**src/rtl/poe_seq_pkg.sv**
```systemverilog
package poe_seq_pkg;

    typedef enum logic [2:0] {
        ST_IDLE     = 3'd0,
        ST_DETECT   = 3'd1,
        ST_CADENCE  = 3'd2,
        ST_CLASSIFY = 3'd3,
        ST_POWER    = 3'd4
    } port_state_e;

    typedef struct packed {
        logic midspan;
        logic highcap;
        logic osc_sel;
    } strap_cfg_t;

    typedef struct packed {
        port_state_e state;
        logic        det_req;
        logic        cls_req;
        logic        gate_on;
    } fsm_regs_t;

endpackage

```
**src/rtl/poe_strap_capture.sv**
```systemverilog
module poe_strap_capture
    import poe_seq_pkg::*;
(
    input  logic       clk,
    input  logic       rst,
    input  strap_cfg_t straps_i,
    output strap_cfg_t cfg_o
);

    strap_cfg_t cfg_d, cfg_q;

    // Follow the pads only while reset is held; freeze afterwards.
    always_comb begin
        cfg_d = cfg_q;
        if (rst) begin
            cfg_d = straps_i;
        end
    end

    always_ff @(posedge clk) begin
        cfg_q <= cfg_d;
    end

    assign cfg_o = cfg_q;

endmodule

```
**src/rtl/poe_cadence_timer.sv**
```systemverilog
module poe_cadence_timer #(
    parameter int MIN_TICKS  = 2000,
    parameter int MAX_TICKS  = 2400,
    parameter int WAIT_TICKS = 2200
) (
    input  logic clk,
    input  logic rst,
    input  logic load_i,
    input  logic tick_i,
    output logic done_o
);

    localparam int CW = $clog2(MAX_TICKS + 1);
    // One tick of phase uncertainty is absorbed by keeping the load above MIN.
    localparam int LOAD_TICKS = (WAIT_TICKS <= MIN_TICKS) ? MIN_TICKS + 1 :
                                (WAIT_TICKS >  MAX_TICKS) ? MAX_TICKS : WAIT_TICKS;

    typedef struct packed {
        logic [CW-1:0] cnt;
        logic          run;
    } tmr_regs_t;

    tmr_regs_t tmr_d, tmr_q;

    always_comb begin
        tmr_d = tmr_q;
        if (rst) begin
            tmr_d.cnt = '0;
            tmr_d.run = 1'b0;
        end else if (load_i) begin
            tmr_d.cnt = CW'(LOAD_TICKS);
            tmr_d.run = 1'b1;
        end else if (tmr_q.run && tick_i) begin
            tmr_d.cnt = tmr_q.cnt - CW'(1);
            if (tmr_q.cnt == CW'(1)) begin
                tmr_d.run = 1'b0;
            end
        end
    end

    always_ff @(posedge clk) begin
        tmr_q <= tmr_d;
    end

    assign done_o = tmr_q.run && tick_i && (tmr_q.cnt == CW'(1));

endmodule

```
**src/rtl/poe_port_fsm.sv**
```systemverilog
module poe_port_fsm
    import poe_seq_pkg::*;
(
    input  logic      clk,
    input  logic      rst,
    input  logic      midspan_i,
    input  logic      det_done_i,
    input  logic      det_valid_i,
    input  logic      cls_done_i,
    input  logic      cls_valid_i,
    input  logic      pwr_fault_i,
    input  logic      wait_done_i,
    output logic      wait_load_o,
    output fsm_regs_t regs_o
);

    fsm_regs_t fsm_d, fsm_q;
    logic      load_d;

    always_comb begin
        fsm_d         = fsm_q;
        fsm_d.det_req = 1'b0;
        fsm_d.cls_req = 1'b0;
        load_d        = 1'b0;
        unique case (fsm_q.state)
            ST_IDLE: begin
                fsm_d.state   = ST_DETECT;
                fsm_d.det_req = 1'b1;
                fsm_d.gate_on = 1'b0;
            end
            ST_DETECT: begin
                if (det_done_i) begin
                    if (det_valid_i) begin
                        fsm_d.state   = ST_CLASSIFY;
                        fsm_d.cls_req = 1'b1;
                    end else if (midspan_i) begin
                        fsm_d.state = ST_CADENCE;
                        load_d      = 1'b1;
                    end else begin
                        fsm_d.state   = ST_DETECT;
                        fsm_d.det_req = 1'b1;
                    end
                end
            end
            ST_CADENCE: begin
                if (wait_done_i) begin
                    fsm_d.state   = ST_DETECT;
                    fsm_d.det_req = 1'b1;
                end
            end
            ST_CLASSIFY: begin
                if (cls_done_i) begin
                    if (cls_valid_i) begin
                        fsm_d.state   = ST_POWER;
                        fsm_d.gate_on = 1'b1;
                    end else begin
                        fsm_d.state   = ST_DETECT;
                        fsm_d.det_req = 1'b1;
                        fsm_d.gate_on = 1'b0;
                    end
                end
            end
            ST_POWER: begin
                if (pwr_fault_i) begin
                    fsm_d.state   = ST_DETECT;
                    fsm_d.det_req = 1'b1;
                    fsm_d.gate_on = 1'b0;
                end
            end
            default: begin
                fsm_d.state   = ST_IDLE;
                fsm_d.gate_on = 1'b0;
            end
        endcase
        if (rst) begin
            fsm_d.state   = ST_IDLE;
            fsm_d.det_req = 1'b0;
            fsm_d.cls_req = 1'b0;
            fsm_d.gate_on = 1'b0;
            load_d        = 1'b0;
        end
    end

    always_ff @(posedge clk) begin
        fsm_q <= fsm_d;
    end

    assign wait_load_o = load_d;
    assign regs_o      = fsm_q;

endmodule

```
**src/rtl/poe_port_seq.sv**
```systemverilog
module poe_port_seq
    import poe_seq_pkg::*;
#(
    parameter int MIN_TICKS  = 2000,
    parameter int MAX_TICKS  = 2400,
    parameter int WAIT_TICKS = 2200
) (
    input  logic       clk,
    input  logic       rst,
    input  logic       strap_midspan_i,
    input  logic       strap_highcap_i,
    input  logic       strap_osc_i,
    input  logic       tick_i,
    input  logic       det_done_i,
    input  logic       det_valid_i,
    input  logic       cls_done_i,
    input  logic       cls_valid_i,
    input  logic       pwr_fault_i,
    output logic       det_start_o,
    output logic       cls_start_o,
    output logic       gate_en_o,
    output logic [2:0] state_o,
    output logic       cfg_highcap_o,
    output logic       cfg_osc_o
);

    strap_cfg_t straps_in;
    strap_cfg_t cfg_q;
    fsm_regs_t  regs;
    logic       wait_load;
    logic       wait_done;

    assign straps_in.midspan = strap_midspan_i;
    assign straps_in.highcap = strap_highcap_i;
    assign straps_in.osc_sel = strap_osc_i;

    poe_strap_capture i_straps (
        .clk      (clk),
        .rst      (rst),
        .straps_i (straps_in),
        .cfg_o    (cfg_q)
    );

    poe_cadence_timer #(
        .MIN_TICKS  (MIN_TICKS),
        .MAX_TICKS  (MAX_TICKS),
        .WAIT_TICKS (WAIT_TICKS)
    ) i_timer (
        .clk    (clk),
        .rst    (rst),
        .load_i (wait_load),
        .tick_i (tick_i),
        .done_o (wait_done)
    );

    poe_port_fsm i_fsm (
        .clk         (clk),
        .rst         (rst),
        .midspan_i   (cfg_q.midspan),
        .det_done_i  (det_done_i),
        .det_valid_i (det_valid_i),
        .cls_done_i  (cls_done_i),
        .cls_valid_i (cls_valid_i),
        .pwr_fault_i (pwr_fault_i),
        .wait_done_i (wait_done),
        .wait_load_o (wait_load),
        .regs_o      (regs)
    );

    assign det_start_o   = regs.det_req;
    assign cls_start_o   = regs.cls_req;
    assign gate_en_o     = regs.gate_on;
    assign state_o       = regs.state;
    assign cfg_highcap_o = cfg_q.highcap;
    assign cfg_osc_o     = cfg_q.osc_sel;

endmodule

```
**config.mk**
```make
export PLATFORM = sky130hd
export DESIGN_NAME = poe_port_seq
export DESIGN_NICKNAME = d
export VERILOG_FILES = /design/src/rtl/poe_seq_pkg.sv /design/src/rtl/poe_strap_capture.sv /design/src/rtl/poe_cadence_timer.sv /design/src/rtl/poe_port_fsm.sv /design/src/rtl/poe_port_seq.sv
export SDC_FILE = /design/constraint.sdc
export NUM_CORES = 1
export LEC_CHECK = 0
export BUFFER_PORTS_ARGS = -buffer_cell sky130_fd_sc_hd__buf_2
export CORE_UTILIZATION = 35
export DETAILED_ROUTE_END_ITERATION = 16
export HOLD_SLACK_MARGIN = 0.05
export SLEW_MARGIN = 20
export SYNTH_ARGS = -nofsm -noshare
export SYNTH_HDL_FRONTEND = slang
export SYNTH_SLANG_ARGS = --single-unit
```
**constraint.sdc**
```tcl
create_clock -name clk -period 1.7 [get_ports clk]
set_input_delay 0.17 -clock clk [delete_from_list [all_inputs] [get_ports clk]]
set_output_delay 0.17 -clock clk [all_outputs]
set_load 0.05 [all_outputs]
```
==> flow_metrics.env, run 1 <==
export IMPL_fin_ws_ns=-0.08609
export IMPL_post_route_util_pct=46.64
export IMPL_rr_worst_depth=4
export IMPL_finalNonFillerCells=167
export IMPL_cts_tree="done"
export IMPL_maxCapViolCount=0
export IMPL_row_count=19
export IMPL_p_leak_nw=0.4915
export IMPL_post_route_min_period_ns=1.786
export IMPL_hp_class="in2reg"
export IMPL_holdPathStages=4
export IMPL_synth_seq_area_share_pct=46.82
export IMPL_cts_root_buf="clkbuf_4"
export IMPL_antenna_cells=0
export IMPL_fp_dieH_um=55.58
export IMPL_io_pins=19
export IMPL_path_clk_slew_ns=0.12
export IMPL_routabilityCongestion=0.7898
export IMPL_violations="negative setup slack"
export IMPL_num_fill_cells=264
export IMPL_cts_buffers=3
export IMPL_crit_type="reg2reg"
export IMPL_clockBufferDepth=2
export IMPL_combPwrFrac_pct=20.5
export IMPL_worst_slew_pin_slew_ns=0.3550
export IMPL_antenna_found_initial=0
export IMPL_reg2reg_from="i_timer.tmr_q[8]$_SDFFE_PP0P_"
export IMPL_cts_sinks=22
export IMPL_synth_flop_cell="dfxtp_1"
export IMPL_htreeDepth=1
export IMPL_grtUsageTotal_pct=14.72
export IMPL_setup_tns_ns=-0.08609
export IMPL_ys_ff_latch=22
export IMPL_startpoint_type="flip-flop"
export IMPL_pwr_share_seq_pct=55.9
export IMPL_power_total_mw=1.031
export IMPL_dieWidth_um=55.58
export IMPL_clock_skew_ns=0.01303
export IMPL_die_area_mm2=0.003089
export IMPL_clock_latency_ns=0.31
export IMPL_stdcell_area_mm2=0.001275
export IMPL_outcome="finished, violations left"
export IMPL_ys_top_cells_by_area="dfxtp_1 38%, edfxtp_1 9.0%, a21oi_1 4.5%"
export IMPL_dp_slack_ns=-0.08248
export IMPL_crit_start="i_timer.tmr_q[8]$_SDFFE_PP0P_"
export IMPL_cp_required_ns=1.95
export IMPL_synth_edff_count=3
export IMPL_relSlewSlack_pct=76.00
export IMPL_slew_viol_final=0
export IMPL_ys_types=37
export IMPL_start_util_pct=36.75
export IMPL_holdCritStartpoint="pwr_fault_i"
export IMPL_vias=880
export IMPL_fin_hold_ws_ns=0.1423
export IMPL_final_antenna_net_count=0
export IMPL_drive_gt1_share_pct=32.35
export IMPL_dpl_hpwl_um=1556
export IMPL_cp_arrival_ns=2.03
export IMPL_critical_path_max_fanout=3
export IMPL_yosysWarningCount=0
export IMPL_syn_inst=105
export IMPL_routedWlPerCell_um=13.07
export IMPL_io_buffer_count=18
export IMPL_syn_area_mm2=0.001005
export IMPL_power_share_switching_pct=28.60
export IMPL_period_share_pct=105.1
export IMPL_wirelength_um=2182
export IMPL_p_int_mw=0.7362
export IMPL_rsz0062_at_grt="yes"
export IMPL_dpl_cell_area_mm2=0.001187
export IMPL_overflow=0
export IMPL_clock_fmax_mhz=559.9
export IMPL_async_flop_share_pct=0
export IMPL_p_clk_share_pct=23.7
export IMPL_area_growth_pct=26.90
export IMPL_crit_path_end_kind="flip-flop"
export IMPL_core_area_mm2=0.002734
export IMPL_hold_violations=0
export IMPL_powerDensity_mw_per_mm2=808.8
export IMPL_dr_pass1_iters=4
export IMPL_yosysTopAreaCell="dfxtp_1"
export IMPL_drc_errors=0
export IMPL_syn_avg_cell_area_um2=9.569
export IMPL_viasPerCell=5.269
export IMPL_p_sw_mw=0.2949
export IMPL_dp_cells=159
export IMPL_setup_violations_final=1
export IMPL_fin_nets=150
export IMPL_drtIter0Drc=15
export IMPL_grt_pass1_vias=874
export IMPL_grt_pass1_wl_um=3636
export IMPL_grt_max_degree=16
export IMPL_ir_drop_v=0.0005522
export IMPL_crit_path_max_incr_delay_ns=0.51
export IMPL_cp_cell_sequence="or4_4, or3_4, or4_1, a31oi_1"
export IMPL_crit_slowest_cell="or4_4"
export IMPL_synth_top_area_share_pct=37.86
export IMPL_synth_fp_nets=118
-- state kept, by name (all words and copies together), names as in the netlist --
register        count
i_timer.tmr_q      13
i_fsm.regs_o        6
i_straps.cfg_o      3
-- kinds of logic after synthesis --
group	Yosys count	share of synthesized area, %
AOI/OAI and AO/OA	21	14.07
xor gates and xnor gates	8	6.974
adders and majority gates	2	2.490
buffers and inverters	6	2.241
DFF	22	46.82
and+or+nand+nor	46	27.40
-- layout make-up --
type	instances	area, um^2	share of cell area, %
Sequential cell	22	478.0	37.49
Multi-Input combinational cell	77	533.0	41.81
Timing Repair Buffer	30	187.7	14.72
Inverter	3	11.26	0.8832
Clock buffer	4	26.28	2.061
Tap cell	31	38.79	3.042
-- critical path: cells and delay by family (launching register included) --
kind	cells	cell delay [ns]
and+or+nand+nor	3	1.24
DFF	1	0.36
AOI/OAI and AO/OA	1	0.13
-- cell usage in the layout, fill, tap and decap left out, drive strengths merged --
cell / instances
a21bo: 1
a21oi: 9
a221oi: 1
a22oi: 1
a311oi: 1
a31oi: 2
and4bb: 1
buf: 27
clkbuf: 4
dfxtp: 19
dlygate4sd3: 3
edfxtp: 3
ha: 2
inv: 3
nand2: 6
nand2b: 3
nand3: 4
nand4: 3
nand4b: 1
nand4bb: 2
nor2: 11
nor2b: 3
nor3: 1
nor3b: 1
nor4: 2
nor4b: 2
o21ai: 1
o22ai: 1
o31ai: 1
o32a: 1
o41a: 1
o41ai: 1
or2: 2
or3: 2
or4: 2
xnor2: 3
xor2: 5
-- routing by layer --
metal	track usage [%]	vias to the layer above	share of wire, %
li1	-	455	-
met1	18.88	401	48
met2	23.58	22	47
met3	4.419	2	4.1
met4	5.000	0	0.37
met5	0	-	0
-- timing repair --
| action | 4_1_cts | 5_1_grt |
|---|---|---|
| hold endpoints to repair | 3 | 0 |
| hold buffers | 3 | 0 |
| resized for setup | 0 | 5 |
| pin swaps | 1 | 3 |
| setup endpoints to repair | 2 | 4 |
| buffers inserted | 1 | 0 |
-- synthesized netlist by cell type, types with 2 or more instances --
cell       instances
nor2b_1            3
nand2_1            6
nand2b_1           3
nor4b_1            2
xor2_1             5
edfxtp_1           3
nand3_1            4
nand4bb_1          2
clkbuf_1           3
dfxtp_1           19
nor4_1             2
a31oi_1            2
inv_1              3
ha_1               2
nand4_1            3
or2_2              2
nor2_1            11
a21oi_1            9
xnor2_1            3
-- power groups by stage --
stage               Combinational (mW)  Sequential, mW  Clock (mW)
finish                           0.211           0.576       0.244
global route                     0.228           0.581       0.283
CTS                              0.205           0.574       0.263
detailed placement               0.197           0.585           0
global placement                 0.194           0.584           0
floorplan                       0.0886           0.628           0
-- path summary, 6_finish.rpt --
| path | to | slack, ns |
|---|---|---|
| setup / recovery | i_timer.tmr_q[12]$_SDFFE_PP0P_ | -0.09 |
| hold / removal | i_fsm.regs_o[5]$_SDFFE_PP0P_ | 0.14 |
| setup reg to reg | i_timer.tmr_q[12]$_SDFFE_PP0P_ | -0.09 |
| hold reg to reg | i_timer.tmr_q[4]$_SDFFE_PP0P_ | 0.52 |
Power figures use the tool's default switching activity.
==> run 2: changes to the inputs <==
--- a/config.mk
+++ b/config.mk
@@ -6,8 +6,10 @@
 export NUM_CORES = 1
 export LEC_CHECK = 0
 export BUFFER_PORTS_ARGS = -buffer_cell sky130_fd_sc_hd__buf_2
+export CORE_MARGIN = 2
 export CORE_UTILIZATION = 35
 export DETAILED_ROUTE_END_ITERATION = 16
+export GPL_ROUTABILITY_DRIVEN = 0
 export HOLD_SLACK_MARGIN = 0.05
 export SLEW_MARGIN = 20
 export SYNTH_ARGS = -nofsm -noshare
==> run 2 against run 1 <==
  * Final cell count up 0.60%
  * Combinational power hardly changed
  * Routed wire length increased by 1.3%
  * Clock skew decreased by 0.0063 ns
  * Critical endpoint unchanged
  * Final area down 1.2%
  * Hold slack better by 0.0040 ns
  * The run still ends with negative setup slack left
==> flow_metrics.env, run 2 (synthesis gave the netlist of run 1 again) <==
export IMPL_crit_slowest_cell="or4_4"
export IMPL_core_area_mm2=0.002734
export IMPL_die_area_mm2=0.003315
export IMPL_io_buffer_count=18
export IMPL_htreeDepth=1
export IMPL_cts_root_buf="clkbuf_4"
export IMPL_layout_commonest_cell="buf_2"
export IMPL_cp_cell_sequence="or4_4, or3_4, or4_1, a31oi_1"
export IMPL_clock_fmax_mhz=561.6
export IMPL_start_util_pct=36.75
export IMPL_post_route_min_period_ns=1.780
export IMPL_clockBufferDepth=2
export IMPL_area_growth_pct=25.40
export IMPL_drtIter0Drc=27
export IMPL_cts_sinks=22
export IMPL_dpl_cell_area_mm2=0.001187
export IMPL_clock_latency_ns=0.30
export IMPL_antenna_cells=0
export IMPL_worst_slew_pin_slew_ns=0.3553
export IMPL_violations="negative setup slack"
export IMPL_fin_hold_ws_ns=0.1463
export IMPL_cp_required_ns=1.94
export IMPL_rsz0062_at_grt="yes"
export IMPL_stdcell_area_mm2=0.001260
export IMPL_row_count=19
export IMPL_io_pins=19
export IMPL_setup_tns_ns=-0.1608
export IMPL_ir_drop_v=0.0006566
export IMPL_grt_pass1_vias=831
export IMPL_cp_arrival_ns=2.02
export IMPL_final_cell_mix="18 x buf_2, 14 x dfxtp_1, 11 x nor2_1"
export IMPL_period_share_pct=104.7
export IMPL_setup_violations_final=2
export IMPL_powerDensity_mw_per_mm2=809.5
export IMPL_viasPerCell=5.399
export IMPL_overflow=0
export IMPL_p_leak_nw=0.4878
export IMPL_outcome="finished, violations left"
export IMPL_grt_max_degree=16
export IMPL_slew_viol_final=0
export IMPL_dpl_hpwl_um=1588
export IMPL_grt_pass1_wl_um=3581
export IMPL_maxCapViolCount=0
export IMPL_largest_register_ffs=13
export IMPL_antenna_found_initial=0
export IMPL_vias=907
export IMPL_fp_dieH_um=57.58
export IMPL_final_antenna_net_count=0
export IMPL_relSlewSlack_pct=76.31
export IMPL_hold_violations=0
export IMPL_grtUsageTotal_pct=13.84
export IMPL_fin_ws_ns=-0.08050
export IMPL_dp_slack_ns=-0.09084
export IMPL_power_total_mw=1.020
export IMPL_wirelength_um=2211
export IMPL_startpoint_type="flip-flop"
export IMPL_regMostFlops="i_timer.tmr_q"
export IMPL_drc_errors=0
export IMPL_crit_type="reg2reg"
export IMPL_critical_path_max_fanout=3
export IMPL_crit_path_end_kind="flip-flop"
export IMPL_num_fill_cells=258
export IMPL_routedWlPerCell_um=13.16
export IMPL_fin_nets=151
export IMPL_drive_gt1_share_pct=30.66
export IMPL_cp_top_family="simple AND/OR/NAND/NOR gates"
export IMPL_hp_class="in2reg"
export IMPL_crit_buf_inv=0
export IMPL_clock_skew_ns=0.006762
export IMPL_path_clk_slew_ns=0.12
export IMPL_crit_path_max_incr_delay_ns=0.53
export IMPL_cts_buffers=3
export IMPL_cts_tree="done"
export IMPL_dr_pass1_iters=4
export IMPL_dieWidth_um=57.58
run 2: power breakdown:
group | switching, mW | leakage [nW] | internal, mW
registers | 0.0195 | 0.186 | 0.554
logic | 0.120 | 0.287 | 0.0882
clock network | 0.153 | 0.0154 | 0.0855
total | 0.292 | 0.488 | 0.728
run 2: metrics by stage:
step / cells / util (%)
5_1_grt: 168 / 46.09
3_3_place_gp: 159 / 43.43
3_5_place_dp: 159 / 43.43
4_1_cts: 168 / 46.09
2_1_floorplan: 105 / -
6_report: 168 / 46.09
run 2: worst register-to-register path, stage by stage, from the launching register on:
cell and delay [ns]:
dfxtp_2 0.34, or4_4 0.53, or3_4 0.34, or4_1 0.40, a31oi_1 0.12
run 2: final cells by class:
class	instances	area (um^2)	share of cell area, %
timing repair buffer	31	195.2	15.49
inverter	3	11.26	0.8937
tap	31	38.79	3.078
sequential	22	476.7	37.84
clock buffer	3	22.52	1.787
multi-input combinational	77	511.7	40.62
clock inverter	1	3.754	0.2979
run 2: routing by layer:
metal | up-vias | global-route usage, % | share of wire [%]
met5 | - | 0 | 0
met4 | 0 | 3.322 | 0.77
met3 | 2 | 4.308 | 5.4
met2 | 28 | 22.40 | 47
met1 | 426 | 18.03 | 47
li1 | 451 | - | -
run 2: what timing repair did:
action	4_1_cts	5_1_grt
gates resized for setup	1	0
hold buffers	3	0
pin swaps	2	0
setup endpoints to repair	2	3
gates cloned	0	0
hold endpoints to repair	3	0
buffers inserted	2	0
run 2: final timing paths:
path              slack (ns)                           from                        endpoint  cells after the start
setup reg to reg       -0.08  i_timer.tmr_q[5]$_SDFFE_PP0P_  i_timer.tmr_q[12]$_SDFFE_PP0P_                      4
hold reg to reg         0.51  i_timer.tmr_q[4]$_SDFFE_PP0P_   i_timer.tmr_q[4]$_SDFFE_PP0P_                      2
setup / recovery       -0.08  i_timer.tmr_q[5]$_SDFFE_PP0P_  i_timer.tmr_q[12]$_SDFFE_PP0P_                      4
hold / removal          0.15                    det_valid_i      i_fsm.regs_o[1]$_SDFF_PP0_                      2
==> run 3: changes to the inputs <==
--- a/config.mk
+++ b/config.mk
@@ -6,11 +6,13 @@
 export NUM_CORES = 1
 export LEC_CHECK = 0
 export BUFFER_PORTS_ARGS = -buffer_cell sky130_fd_sc_hd__buf_2
+export CAP_MARGIN = 20
 export CORE_MARGIN = 2
 export CORE_UTILIZATION = 35
 export DETAILED_ROUTE_END_ITERATION = 16
 export GPL_ROUTABILITY_DRIVEN = 0
 export HOLD_SLACK_MARGIN = 0.05
+export PLACE_DENSITY = 0.67
 export SLEW_MARGIN = 20
 export SYNTH_ARGS = -nofsm -noshare
 export SYNTH_HDL_FRONTEND = slang
==> run 3 against run 2 <==
  * The run still ends with negative setup slack left
  * Setup slack got worse by 0.0084 ns
  * Maximum frequency down 0.47%
  * Critical path depth unchanged
  * Clock power barely moved
  * Utilization rose by 0.27 points
  * Power fell by 0.17%
  * First-iteration DRC count is 74% higher
  * Largest cell class unchanged
  * Highest routed layer unchanged
==> flow_metrics.env, run 3 (synthesis gave the netlist of run 1 again) <==
export IMPL_wirelength_um=2206
export IMPL_finalNonFillerCells=168
export IMPL_routedWlPerCell_um=13.13
export IMPL_multi_input_area_um2=520.5
export IMPL_relSlewSlack_pct=75.51
export IMPL_clock_fmax_mhz=559.0
export IMPL_power_share_switching_pct=28.63
export IMPL_post_route_util_pct=46.36
export IMPL_num_fill_cells=279
export IMPL_fin_ws_ns=-0.08888
export IMPL_dpl_hpwl_um=1587
export IMPL_viasPerCell=5.399
export IMPL_outcome="finished, violations left"
export IMPL_fin_nets=151
export IMPL_clock_skew_ns=0.004782
export IMPL_combPwrFrac_pct=20.4
export IMPL_grtUsageTotal_pct=14.08
export IMPL_grt_max_degree=16
export IMPL_crit_path_max_incr_delay_ns=0.52
export IMPL_ir_drop_v=0.0006277
export IMPL_crit_slowest_cell="or4_4"
export IMPL_p_leak_nw=0.4878
export IMPL_area_growth_pct=26.15
export IMPL_startpoint_type="flip-flop"
export IMPL_crit_type="reg2reg"
export IMPL_antenna_found_initial=0
export IMPL_p_clk_share_pct=23.2
export IMPL_crit_path_end_kind="flip-flop"
export IMPL_htreeDepth=1
export IMPL_pwr_share_seq_pct=56.3
export IMPL_cp_arrival_ns=2.03
export IMPL_critical_path_max_fanout=3
export IMPL_vias=907
export IMPL_start_util_pct=36.75
export IMPL_cts_buffers=3
export IMPL_violations="negative setup slack"
export IMPL_regMostFlops="i_timer.tmr_q"
export IMPL_drtIter0Drc=47
export IMPL_rsz0062_at_grt="yes"
export IMPL_cp_cell_sequence="or4_4, or3_4, or4_1, a31oi_1"
export IMPL_die_area_mm2=0.003315
export IMPL_hp_class="in2reg"
export IMPL_path_clk_slew_ns=0.12
export IMPL_overflow=0
export IMPL_worst_slew_pin_slew_ns=0.3674
export IMPL_drc_errors=0
export IMPL_dieWidth_um=57.58
export IMPL_io_buffer_count=18
export IMPL_largest_register_ffs=13
export IMPL_grt_pass1_wl_um=3588
export IMPL_period_share_pct=105.2
export IMPL_p_int_mw=0.7267
export IMPL_clockBufferDepth=2
export IMPL_powerDensity_mw_per_mm2=803.3
export IMPL_maxCapViolCount=0
export IMPL_layout_commonest_cell="buf_2"
export IMPL_stdcell_area_mm2=0.001267
export IMPL_post_route_min_period_ns=1.789
export IMPL_grt_pass1_vias=827
export IMPL_row_count=19
export IMPL_final_cell_mix="18 x buf_2, 15 x dfxtp_1, 11 x nor2_1"
export IMPL_seqCellArea_um2=475.5
export IMPL_setup_violations_final=2
export IMPL_cts_sinks=22
export IMPL_cts_tree="done"
export IMPL_fp_dieH_um=57.58
export IMPL_dp_cells=161
export IMPL_p_sw_mw=0.2915
export IMPL_cts_root_buf="clkbuf_4"
export IMPL_core_area_mm2=0.002734
export IMPL_antenna_cells=0
export IMPL_final_antenna_net_count=0
export IMPL_cp_required_ns=1.95
export IMPL_power_total_mw=1.018
export IMPL_dpl_cell_area_mm2=0.001202
export IMPL_clock_latency_ns=0.30
export IMPL_dr_pass1_iters=4
export IMPL_io_pins=19
export IMPL_hold_violations=0
export IMPL_slew_viol_final=0
export IMPL_drive_gt1_share_pct=31.39
run 3: power by group through the flow:
stage / logic [mW] / registers, mW / clock network, mW
after global placement: 0.195 / 0.583 / 0
final: 0.208 / 0.574 / 0.237
after global routing: 0.225 / 0.578 / 0.276
after CTS: 0.205 / 0.573 / 0.252
after floorplan: 0.0886 / 0.628 / 0
after detailed placement: 0.198 / 0.585 / 0
run 3: repair_timing:
item / in CTS / in global routing
hold buffers: 3 / 0
resized for setup: 1 / 2
pin swaps: 1 / 0
setup buffers: 0 / 0
endpoints found under the hold margin: 3 / 0
endpoints found under the setup margin: 3 / 3
run 3: worst paths after layout:
kind,end,slack (ns),depth (start not counted),startpoint
max,i_timer.tmr_q[12]$_SDFFE_PP0P_,-0.09,4,i_timer.tmr_q[5]$_SDFFE_PP0P_
max reg2reg,i_timer.tmr_q[12]$_SDFFE_PP0P_,-0.09,4,i_timer.tmr_q[5]$_SDFFE_PP0P_
min reg2reg,i_timer.tmr_q[4]$_SDFFE_PP0P_,0.53,2,i_timer.tmr_q[4]$_SDFFE_PP0P_
min,i_timer.tmr_q[2]$_SDFFE_PP0P_,0.13,2,tick_i
run 3: metal layers:
layer  share of wire [%]  wire, um  track usage, %
met4                 1.3        29           5.316
met3                 6.3       140           5.669
met2                  47      1043           23.05
met1                  45       992           16.50
met5                   0         0               0
run 3: worst max-delay path: cells and delay by family (launching register included):
kind	cells	cell delay, ns
DFF	1	0.34
and+or+nand+nor	3	1.26
AOI/OAI and AO/OA	1	0.13
run 3: stage by stage:
stage               setup slack [ns]  hold slack (ns)  setup TNS (ns)
global placement            -0.05559           0.3473        -0.05559
detailed placement          -0.09227           0.3491        -0.09618
floorplan                   -0.06375           0.2467        -0.06375
CTS                          -0.1008           0.1111         -0.1081
finish                      -0.08888           0.1276        -0.09908
global route                 -0.1303           0.1205         -0.3131
run 3: area by class of cell:
| cell class | count | area share (%) |
|---|---|---|
| multi-input combinational | 77 | 41.07 |
| tap | 31 | 3.060 |
| timing repair buffer | 31 | 15.40 |
| inverter | 3 | 0.8884 |
| sequential | 22 | 37.51 |
| clock buffer | 3 | 1.777 |
| clock inverter | 1 | 0.2961 |
